[src/rtl/ibg_pkg.sv]
package ibg_pkg;

   typedef enum logic [2:0] {
      CL_ALU      = 3'd0,
      CL_SHIFT    = 3'd1,
      CL_CVT      = 3'd2,
      CL_CVT_LITE = 3'd3,
      CL_MEM      = 3'd4,
      CL_FPU      = 3'd5,
      CL_BRANCH   = 3'd6,
      CL_OTHER    = 3'd7
   } iclass_e;

   typedef enum logic [1:0] {
      MD_SCALAR = 2'd0,
      MD_DUAL   = 2'd1,
      MD_TRIPLE = 2'd2,
      MD_RSVD   = 2'd3
   } imode_e;

   // Number of lanes that a mode opens; the reserved code falls back to scalar.
   function automatic int lanes_in_mode(input logic [1:0] m);
      case (m)
         MD_DUAL:   return 2;
         MD_TRIPLE: return 3;
         default:   return 1;
      endcase
   endfunction

endpackage

[src/rtl/ibg_mode_reg.sv]
module ibg_mode_reg #(
   parameter int MODE_W = 2
) (
   input  logic              clk,
   input  logic              rst_n,
   input  logic              we,
   input  logic [MODE_W-1:0] wdata,
   output logic [MODE_W-1:0] mode_q
);

   always_ff @(posedge clk or negedge rst_n) begin
      if (!rst_n)  mode_q <= '0;
      else if (we) mode_q <= wdata;
   end

endmodule

[src/rtl/ibg_lane_cap.sv]
module ibg_lane_cap
   import ibg_pkg::*;
#(
   parameter int LANE  = 0,
   parameter int CLS_W = 3
) (
   input  logic [CLS_W-1:0] cls,
   input  logic             lead_is_fpu,
   output logic             ok
);

   generate
      if (LANE > 2) begin : g_bad_lane
         $error("ibg_lane_cap: no capability defined for lane index %0d", LANE);
      end
   endgenerate

   always_comb begin
      // Lane 1 takes anything; further lanes start from "reject".
      ok = (LANE == 0);
      if (cls == CLS_W'(CL_ALU) || cls == CLS_W'(CL_CVT_LITE)) begin
         ok = 1'b1;
      end else if (cls == CLS_W'(CL_SHIFT) || cls == CLS_W'(CL_CVT)) begin
         ok = (LANE <= 1);
      end else if (cls == CLS_W'(CL_FPU)) begin
         ok = (LANE == 0) || ((LANE == 1) && !lead_is_fpu);
      end
   end

endmodule

[src/rtl/ibg_rules.sv]
module ibg_rules
   import ibg_pkg::*;
#(
   parameter int NUM_LANES = 3,
   parameter int CLS_W     = 3,
   parameter int MODE_W    = 2,
   parameter int LEN_W     = 2
) (
   input  logic [MODE_W-1:0]          mode,
   input  logic [LEN_W-1:0]           len,
   input  logic [NUM_LANES*CLS_W-1:0] cls_flat,
   output logic                       legal
);

   logic [CLS_W-1:0]     cls [NUM_LANES];
   logic [NUM_LANES-1:0] cap_ok;
   logic [NUM_LANES-1:0] slot_ok;
   logic                 lead_fpu;
   logic                 lead_mem;

   assign lead_fpu = (cls[0] == CLS_W'(CL_FPU));
   assign lead_mem = (cls[0] == CLS_W'(CL_MEM));

   genvar gi;
   generate
      for (gi = 0; gi < NUM_LANES; gi++) begin : g_lane
         assign cls[gi] = cls_flat[gi*CLS_W +: CLS_W];
         ibg_lane_cap #(.LANE(gi), .CLS_W(CLS_W)) u_cap (
            .cls         (cls[gi]),
            .lead_is_fpu ((gi == 0) ? 1'b0 : lead_fpu),
            .ok          (cap_ok[gi])
         );
         // Slots past the bundle length are don't-care.
         assign slot_ok[gi] = (int'(len) <= gi) || cap_ok[gi];
      end
   endgenerate

   always_comb begin
      int width;
      logic fits;
      logic mem_room;
      width    = lanes_in_mode(mode[1:0]);
      fits     = (int'(len) <= width);
      // A lead memory op occupies one more lane than it sits in.
      mem_room = !(lead_mem && (len > 1) && (int'(len) + 1 > width));
      legal    = fits && mem_room && (&slot_ok);
   end

endmodule

[src/rtl/ibg_drain.sv]
module ibg_drain #(
   parameter int NUM_LANES = 3,
   parameter int LEN_W     = 2
) (
   input  logic                 clk,
   input  logic                 rst_n,
   input  logic [LEN_W-1:0]     len,
   input  logic                 legal,
   output logic [NUM_LANES-1:0] accept,
   output logic                 fallback,
   output logic                 bundle_ok,
   output logic                 draining
);

   localparam logic [NUM_LANES-1:0] LEAD_ONLY = NUM_LANES'(1);

   typedef enum logic {ST_PAR = 1'b0, ST_SER = 1'b1} st_e;

   st_e                  st_q, st_d;
   logic [LEN_W-1:0]     rem_q, rem_d;
   logic [NUM_LANES-1:0] len_mask;

   genvar gi;
   generate
      for (gi = 0; gi < NUM_LANES; gi++) begin : g_mask
         assign len_mask[gi] = (int'(len) > gi);
      end
   endgenerate

   always_comb begin
      st_d      = st_q;
      rem_d     = rem_q;
      accept    = '0;
      fallback  = 1'b0;
      bundle_ok = 1'b0;
      if (st_q == ST_SER) begin
         fallback = 1'b1;
         if (len != '0) begin
            accept = LEAD_ONLY;
            rem_d  = rem_q - 1'b1;
            if (rem_q == LEN_W'(1)) st_d = ST_PAR;
         end
      end else if (len != '0) begin
         if (legal) begin
            accept    = len_mask;
            bundle_ok = 1'b1;
         end else begin
            accept   = LEAD_ONLY;
            fallback = 1'b1;
            if (len > LEN_W'(1)) begin
               st_d  = ST_SER;
               rem_d = len - 1'b1;
            end
         end
      end
   end

   always_ff @(posedge clk or negedge rst_n) begin
      if (!rst_n) begin
         st_q  <= ST_PAR;
         rem_q <= '0;
      end else begin
         st_q  <= st_d;
         rem_q <= rem_d;
      end
   end

   assign draining = (st_q == ST_SER);

endmodule

[src/rtl/issue_bundle_gate.sv]
module issue_bundle_gate #(
   parameter int NUM_LANES = 3,
   parameter int CLS_W     = 3,
   parameter int MODE_W    = 2,
   parameter int LEN_W     = $clog2(NUM_LANES + 1)
) (
   input  logic                       clk,
   input  logic                       rst_n,
   input  logic                       mode_we,
   input  logic [MODE_W-1:0]          mode_wdata,
   input  logic [LEN_W-1:0]           bundle_len,
   input  logic [NUM_LANES*CLS_W-1:0] lane_cls,
   output logic [NUM_LANES-1:0]       accept,
   output logic                       fallback,
   output logic                       bundle_ok
);

   generate
      if (NUM_LANES != 3) begin : g_bad_lanes
         $error("issue_bundle_gate: lane rules are defined for exactly 3 lanes");
      end
      if (CLS_W < 3) begin : g_bad_cls
         $error("issue_bundle_gate: class field must hold at least 3 bits");
      end
      if (MODE_W != 2) begin : g_bad_mode
         $error("issue_bundle_gate: mode field must be 2 bits");
      end
      if (LEN_W < $clog2(NUM_LANES + 1)) begin : g_bad_len
         $error("issue_bundle_gate: length field too narrow");
      end
   endgenerate

   logic [MODE_W-1:0] mode_q;
   logic              legal;
   logic              draining;

   ibg_mode_reg #(.MODE_W(MODE_W)) u_mode (
      .clk    (clk),
      .rst_n  (rst_n),
      .we     (mode_we),
      .wdata  (mode_wdata),
      .mode_q (mode_q)
   );

   ibg_rules #(
      .NUM_LANES (NUM_LANES),
      .CLS_W     (CLS_W),
      .MODE_W    (MODE_W),
      .LEN_W     (LEN_W)
   ) u_rules (
      .mode     (mode_q),
      .len      (bundle_len),
      .cls_flat (lane_cls),
      .legal    (legal)
   );

   ibg_drain #(
      .NUM_LANES (NUM_LANES),
      .LEN_W     (LEN_W)
   ) u_drain (
      .clk       (clk),
      .rst_n     (rst_n),
      .len       (bundle_len),
      .legal     (legal),
      .accept    (accept),
      .fallback  (fallback),
      .bundle_ok (bundle_ok),
      .draining  (draining)
   );

endmodule

[config.mk]
export PLATFORM = sky130hd
export DESIGN_NAME = issue_bundle_gate
export DESIGN_NICKNAME = d
export VERILOG_FILES = /design/src/rtl/ibg_pkg.sv /design/src/rtl/ibg_mode_reg.sv /design/src/rtl/ibg_lane_cap.sv /design/src/rtl/ibg_rules.sv /design/src/rtl/ibg_drain.sv /design/src/rtl/issue_bundle_gate.sv
export SDC_FILE = /design/constraint.sdc
export NUM_CORES = 1
export LEC_CHECK = 0
export BUFFER_PORTS_ARGS = -buffer_cell sky130_fd_sc_hd__clkbuf_2
export CAP_MARGIN = 20
export CORE_MARGIN = 4
export CORE_UTILIZATION = 32
export CTS_CLUSTER_DIAMETER = 50
export DETAILED_ROUTE_END_ITERATION = 8
export SETUP_SLACK_MARGIN = 0.3
export SKIP_CTS_REPAIR_TIMING = 1
export SYNTH_ARGS = -nofsm -noshare
export SYNTH_HDL_FRONTEND = slang
export SYNTH_HIERARCHICAL = 1
export SYNTH_SLANG_ARGS = --single-unit
[constraint.sdc]
create_clock -name clk -period 4.72 [get_ports clk]
set_input_delay 1.416 -clock clk [delete_from_list [all_inputs] [get_ports clk]]
set_output_delay 1.416 -clock clk [all_outputs]
set_load 0.05 [all_outputs]
* Word level (Yosys, flattened, before mapping)
Index checks and enable logic that the tools add are counted.
** Operators by class
- Multiplexer cells :: 26
- Magnitude comparators :: 9
- Add/subtract/negate cells :: 3
- Reduce and logical (&&, ||, !) cells :: 17
- Equal/unequal tests :: 11
** Operators by type and width (count)
- $gt A32 B3 Y1 :: 1
- $mux W1 :: 17
- $mux W2 :: 5
- $eq A3 B2 Y1 const B :: 3
- $eq A3 B3 Y1 const B :: 3
- $mux W3 :: 3
- $gt A2 B1 Y1 const B :: 4
- $logic_not A3 Y1 :: 2
- $logic_or A1 B1 Y1 :: 5
- $eq A2 B1 Y1 const B :: 2
- $logic_and A1 B1 Y1 :: 4
- $pmux W2 S2 :: 1
- $reduce_bool A2 Y1 :: 2
- $sub A2 B1 Y2 const B :: 2
- $add A2 B1 Y3 const B :: 1
- $eq A3 B1 Y1 const B :: 1
- $reduce_and A3 Y1 :: 1
- $eq A2 B2 Y1 const B :: 1
- $gt A2 B2 Y1 const B :: 1
- $le A2 B1 Y1 const B :: 1
- $le A2 B2 Y1 :: 1
- $le A2 B2 Y1 const B :: 1
- $logic_not A1 Y1 :: 2
- $ne A2 B1 Y1 const B :: 1
- $reduce_and A2 Y1 :: 1
** Word-level totals
- Register bits :: 5
- Bits of input ports :: 16

* Logic depth before layout (Yosys ltp)
- Depth after elaboration :: 11
- Mapped depth :: 10
- Gate-level depth less buffers :: 10

* By module
Netlist, hierarchy kept.
** By module, submodules not included
- ibg_drain :: times used 1, sequential area each 75.1 um2, area each 264.0 um2, cells each 28
- ibg_rules :: times used 1, sequential area each 0.0 um2, area each 244.0 um2, cells each 28
- ibg_mode_reg :: times used 1, sequential area each 50.0 um2, area each 72.6 um2, cells each 4
- ibg_lane_cap at u_rules.g_lane[1].u_cap :: times used 1, sequential area each 0.0 um2, area each 16.3 um2, cells each 2
- ibg_lane_cap at u_rules.g_lane[2].u_cap :: times used 1, sequential area each 0.0 um2, area each 12.5 um2, cells each 2
- ibg_lane_cap at u_rules.g_lane[0].u_cap :: times used 1, sequential area each 0.0 um2, area each 11.3 um2, cells each 2

* Worst setup path after synthesis
Ideal clock, no wire load.
- Path type :: input to output
- Start point :: input port bundle_len[1]
- End point :: output port accept[2]
- Cell stages on the path :: 8
- Slack :: -0.673 ns
- Path buffers :: 0
- Arrival :: 3.977 ns
- Cells stage by stage :: inv_1 -> ha_1 -> ha_1 -> o21ba_2 -> o211ai_1 -> a221oi_1 -> nor3b_2 -> and2_1
** Between the ends
- Cells in the longest elaborated chain, start to end :: 9
- Elaborated cells between the ends (all ways) :: 19
- Classes of those cells :: add/sub (1); order compare (6); mux (3); reduce/logical (9)
** Ends and longest elaborated chain
- start, declared :: RTL line issue_bundle_gate.sv:11 : input logic [LEN_W-1:0] bundle_len,
- $add A2 B1 Y3 or $gt A2 B1 Y1 (tied branches) :: RTL line ibg_rules.sv:45 : mem_room = !(lead_mem && (len > 1) && (int'(len) + 1 > width));
- $gt A32 B3 Y1 or $logic_and A1 B1 Y1 (tied branches) :: RTL line ibg_rules.sv:45
- $logic_and A1 B1 Y1 :: RTL line ibg_rules.sv:45
- $logic_not A1 Y1 :: RTL line ibg_rules.sv:45
- $logic_and A1 B1 Y1 :: RTL line ibg_rules.sv:46 : legal = fits && mem_room && (&slot_ok);
- $logic_and A1 B1 Y1 * :: RTL line ibg_rules.sv:46
- net legal :: RTL line issue_bundle_gate.sv:34 : logic legal;
- $mux W3 * :: RTL line ibg_drain.sv:44 : if (legal) begin
- $mux W3 * :: RTL line ibg_drain.sv:43 : end else if (len != '0) begin
- $mux W3 * :: RTL line ibg_drain.sv:36 : if (st_q == ST_SER) begin
- end, declared :: RTL line issue_bundle_gate.sv:13 : output logic [NUM_LANES-1:0] accept,
The timed path passes the listed nets; every way through them passes the cells marked *.

* Worst setup path after layout
- Start point :: input port bundle_len[1]
- End point :: output port accept[1]
Same word-level chain as after synthesis.

==> results.toml <==
[synthesis]
netlist_area_um2 = 617
syn_inst = 65
avgSynthCellArea_um2 = 9.49
synth_nets = 95
yosysWarnings = 6

[floorplan]
start_util_pct = 34.6
die_area_um2 = 2690
rows = 15
die_w_um = 51.9
io_pins = 21
core-area_um2 = 1780
die_y_um = 51.9

[final_layout]
drive_gt1_share_pct = 46.2
n_antenna_cell = 0
fin_cells = 118
area_growth_pct = 43.8
num-nets-final = 124
final_util_pct = 49.8

[sta]
rsz0062_at_grt = "yes"
fmax_mhz = 218
setup_viol = 0
fin_skew_ns = 0.00529
fin_setup_tns_ns = 0
fin_ws_ns = 0.135
drv_slew = 0
final-hold-violation-count = 0
min_period_over_period_pct = 97.1
min_period_ns = 4.59
holdWs_ns = 0.488

[setup_path]
start_kind = "primary input"
path_cells = "buf_8 -> inv_6 -> fa_1 -> o21ba_2 -> o211ai_1 -> a221oi_2 -> buf_4 -> nor3b_4 -> buf_12"
critPathSlowestCell = "fa_1"
crit_family = "compound AO/OA/AOI/OAI gates"
cp_num_buf_inv = 4
cp_max_fo = 3
critical_path.max_stage_delay_ns = 0.52
path_class = "primary input to output port"
required_ns = 3.30
crit_path_end_kind = "output port"
cp.arrival_ns = 3.17

[global_route]
track_usage_pct = 9.47
antenna_found_initial = 0
grt_max_degree = 11
grt_pass1_wl_mm = 1.91
grt_pass1_vias = 517
gr-total-overflow = 0

[clocking]
clk_pin_slew_worst_paths_ns = 0.04
h-tree-depth = 1
cts-root-buf = "clkbuf_4"
cts_tree = "built"
cts_sinks = 5
cts_buffers = 3
cts_buffer_depth = 2
insertion_delay_ns = 0.24

[placed_design]
place_inst = 113
dp_slack_ns = -0.0292
hpwl_mm = 1.03
port_buffers = 20
gp_congestion = 0.763

[routing]
drtIter0Drc = 1
via_per_inst = 4.43
vias = 523
avgRoutedWirePerCell_um = 10.3
detail-route-antenna-nets = 0
drc = 0
totalWireLength_mm = 1.22
dr.pass1.iters = 4

[outcome]
status = "finished, final reports clean"

[job]
cap_violations = 0

[hold_path]
hp-class = "flip-flop to flip-flop"

[pwr]
p_per_area_nw_per_um2 = 299
ir_worst_vdd_v = 0.000226
leakage_nw = 0.462
==> worst reg2reg max path: stages (launching register included) <==
cell and delay (ns):
dfrtp_1 0.37, ha_1 0.34, inv_1 0.08, fa_1 0.56, o21ba_2 0.15, o211ai_1 0.09
a221oi_2 0.33, buf_4 0.17, buf_4 0.10, nor2b_1 0.06, a21o_1 0.19, a22o_1 0.17
==> sequential cells by signal, indices dropped and copies added (netlist names) <==
| register | cells |
|---|---|
| u_drain/rem_q | 2 |
| u_mode/mode_q | 2 |
| u_drain/draining | 1 |
==> per-stage QoR <==
step	total power [mW]	cell area [um^2]
after floorplan	0.178	637
after global placement	0.206	802
after detailed placement	0.208	802
after CTS	0.260	828
after global routing	0.290	887
final	0.265	887
==> final timing paths <==
| path | from | to | slack, ns | cells past startpoint |
|---|---|---|---|---|
| min reg2reg | u_drain/rem_q[1] | u_drain/rem_q[1] | 0.49 | 1 |
| max in group asynchronous | rst_n | u_drain/rem_q[0] | 3.60 | 1 |
| max reg2reg | u_mode/mode_q[0] | u_drain/rem_q[0] | 2.00 | 11 |
| max | bundle_len[1] | accept[1] | 0.13 | 9 |
| min in group asynchronous | rst_n | u_mode/mode_q[1] | 0.98 | 1 |
| min | u_drain/rem_q[1] | u_drain/rem_q[1] | 0.49 | 1 |
==> routing by layer <==
| metal | track usage (%) | wire [um] | vias up |
|---|---|---|---|
| met2 | 16.7 | 602 | 15 |
| met5 | 0 | 0 | - |
| met4 | 2.62 | 0 | 0 |
| met1 | 9.98 | 543 | 230 |
| met3 | 4.30 | 73 | 0 |
| li1 | - | - | 278 |
==> power by group <==
group | internal (mW) | leakage (nW) | switching [mW]
registers | 0.0576 | 0.0581 | 0.0197
clock network | 0.0319 | 0.0150 | 0.0168
logic | 0.0723 | 0.389 | 0.0668
==> cells in the final DEF (no fill, tap or decap), types with 2 or more instances in the layout <==
master,instances
clkbuf_4,4
buf_6,2
inv_1,10
clkbuf_2,14
a21o_1,2
nor3b_4,2
ha_1,12
nor2_1,4
buf_4,7
dfrtp_1,5
mux2_2,2
==> cell type report <==
type | instances | area [um^2]
multi-input combinational | 46 | 467
clock buffer | 4 | 26.3
timing repair buffer | 26 | 188
sequential | 5 | 125
inverter | 12 | 50.0
tap | 25 | 31.3
fill | 173 | 896
(Power assumes the default switching activity.)
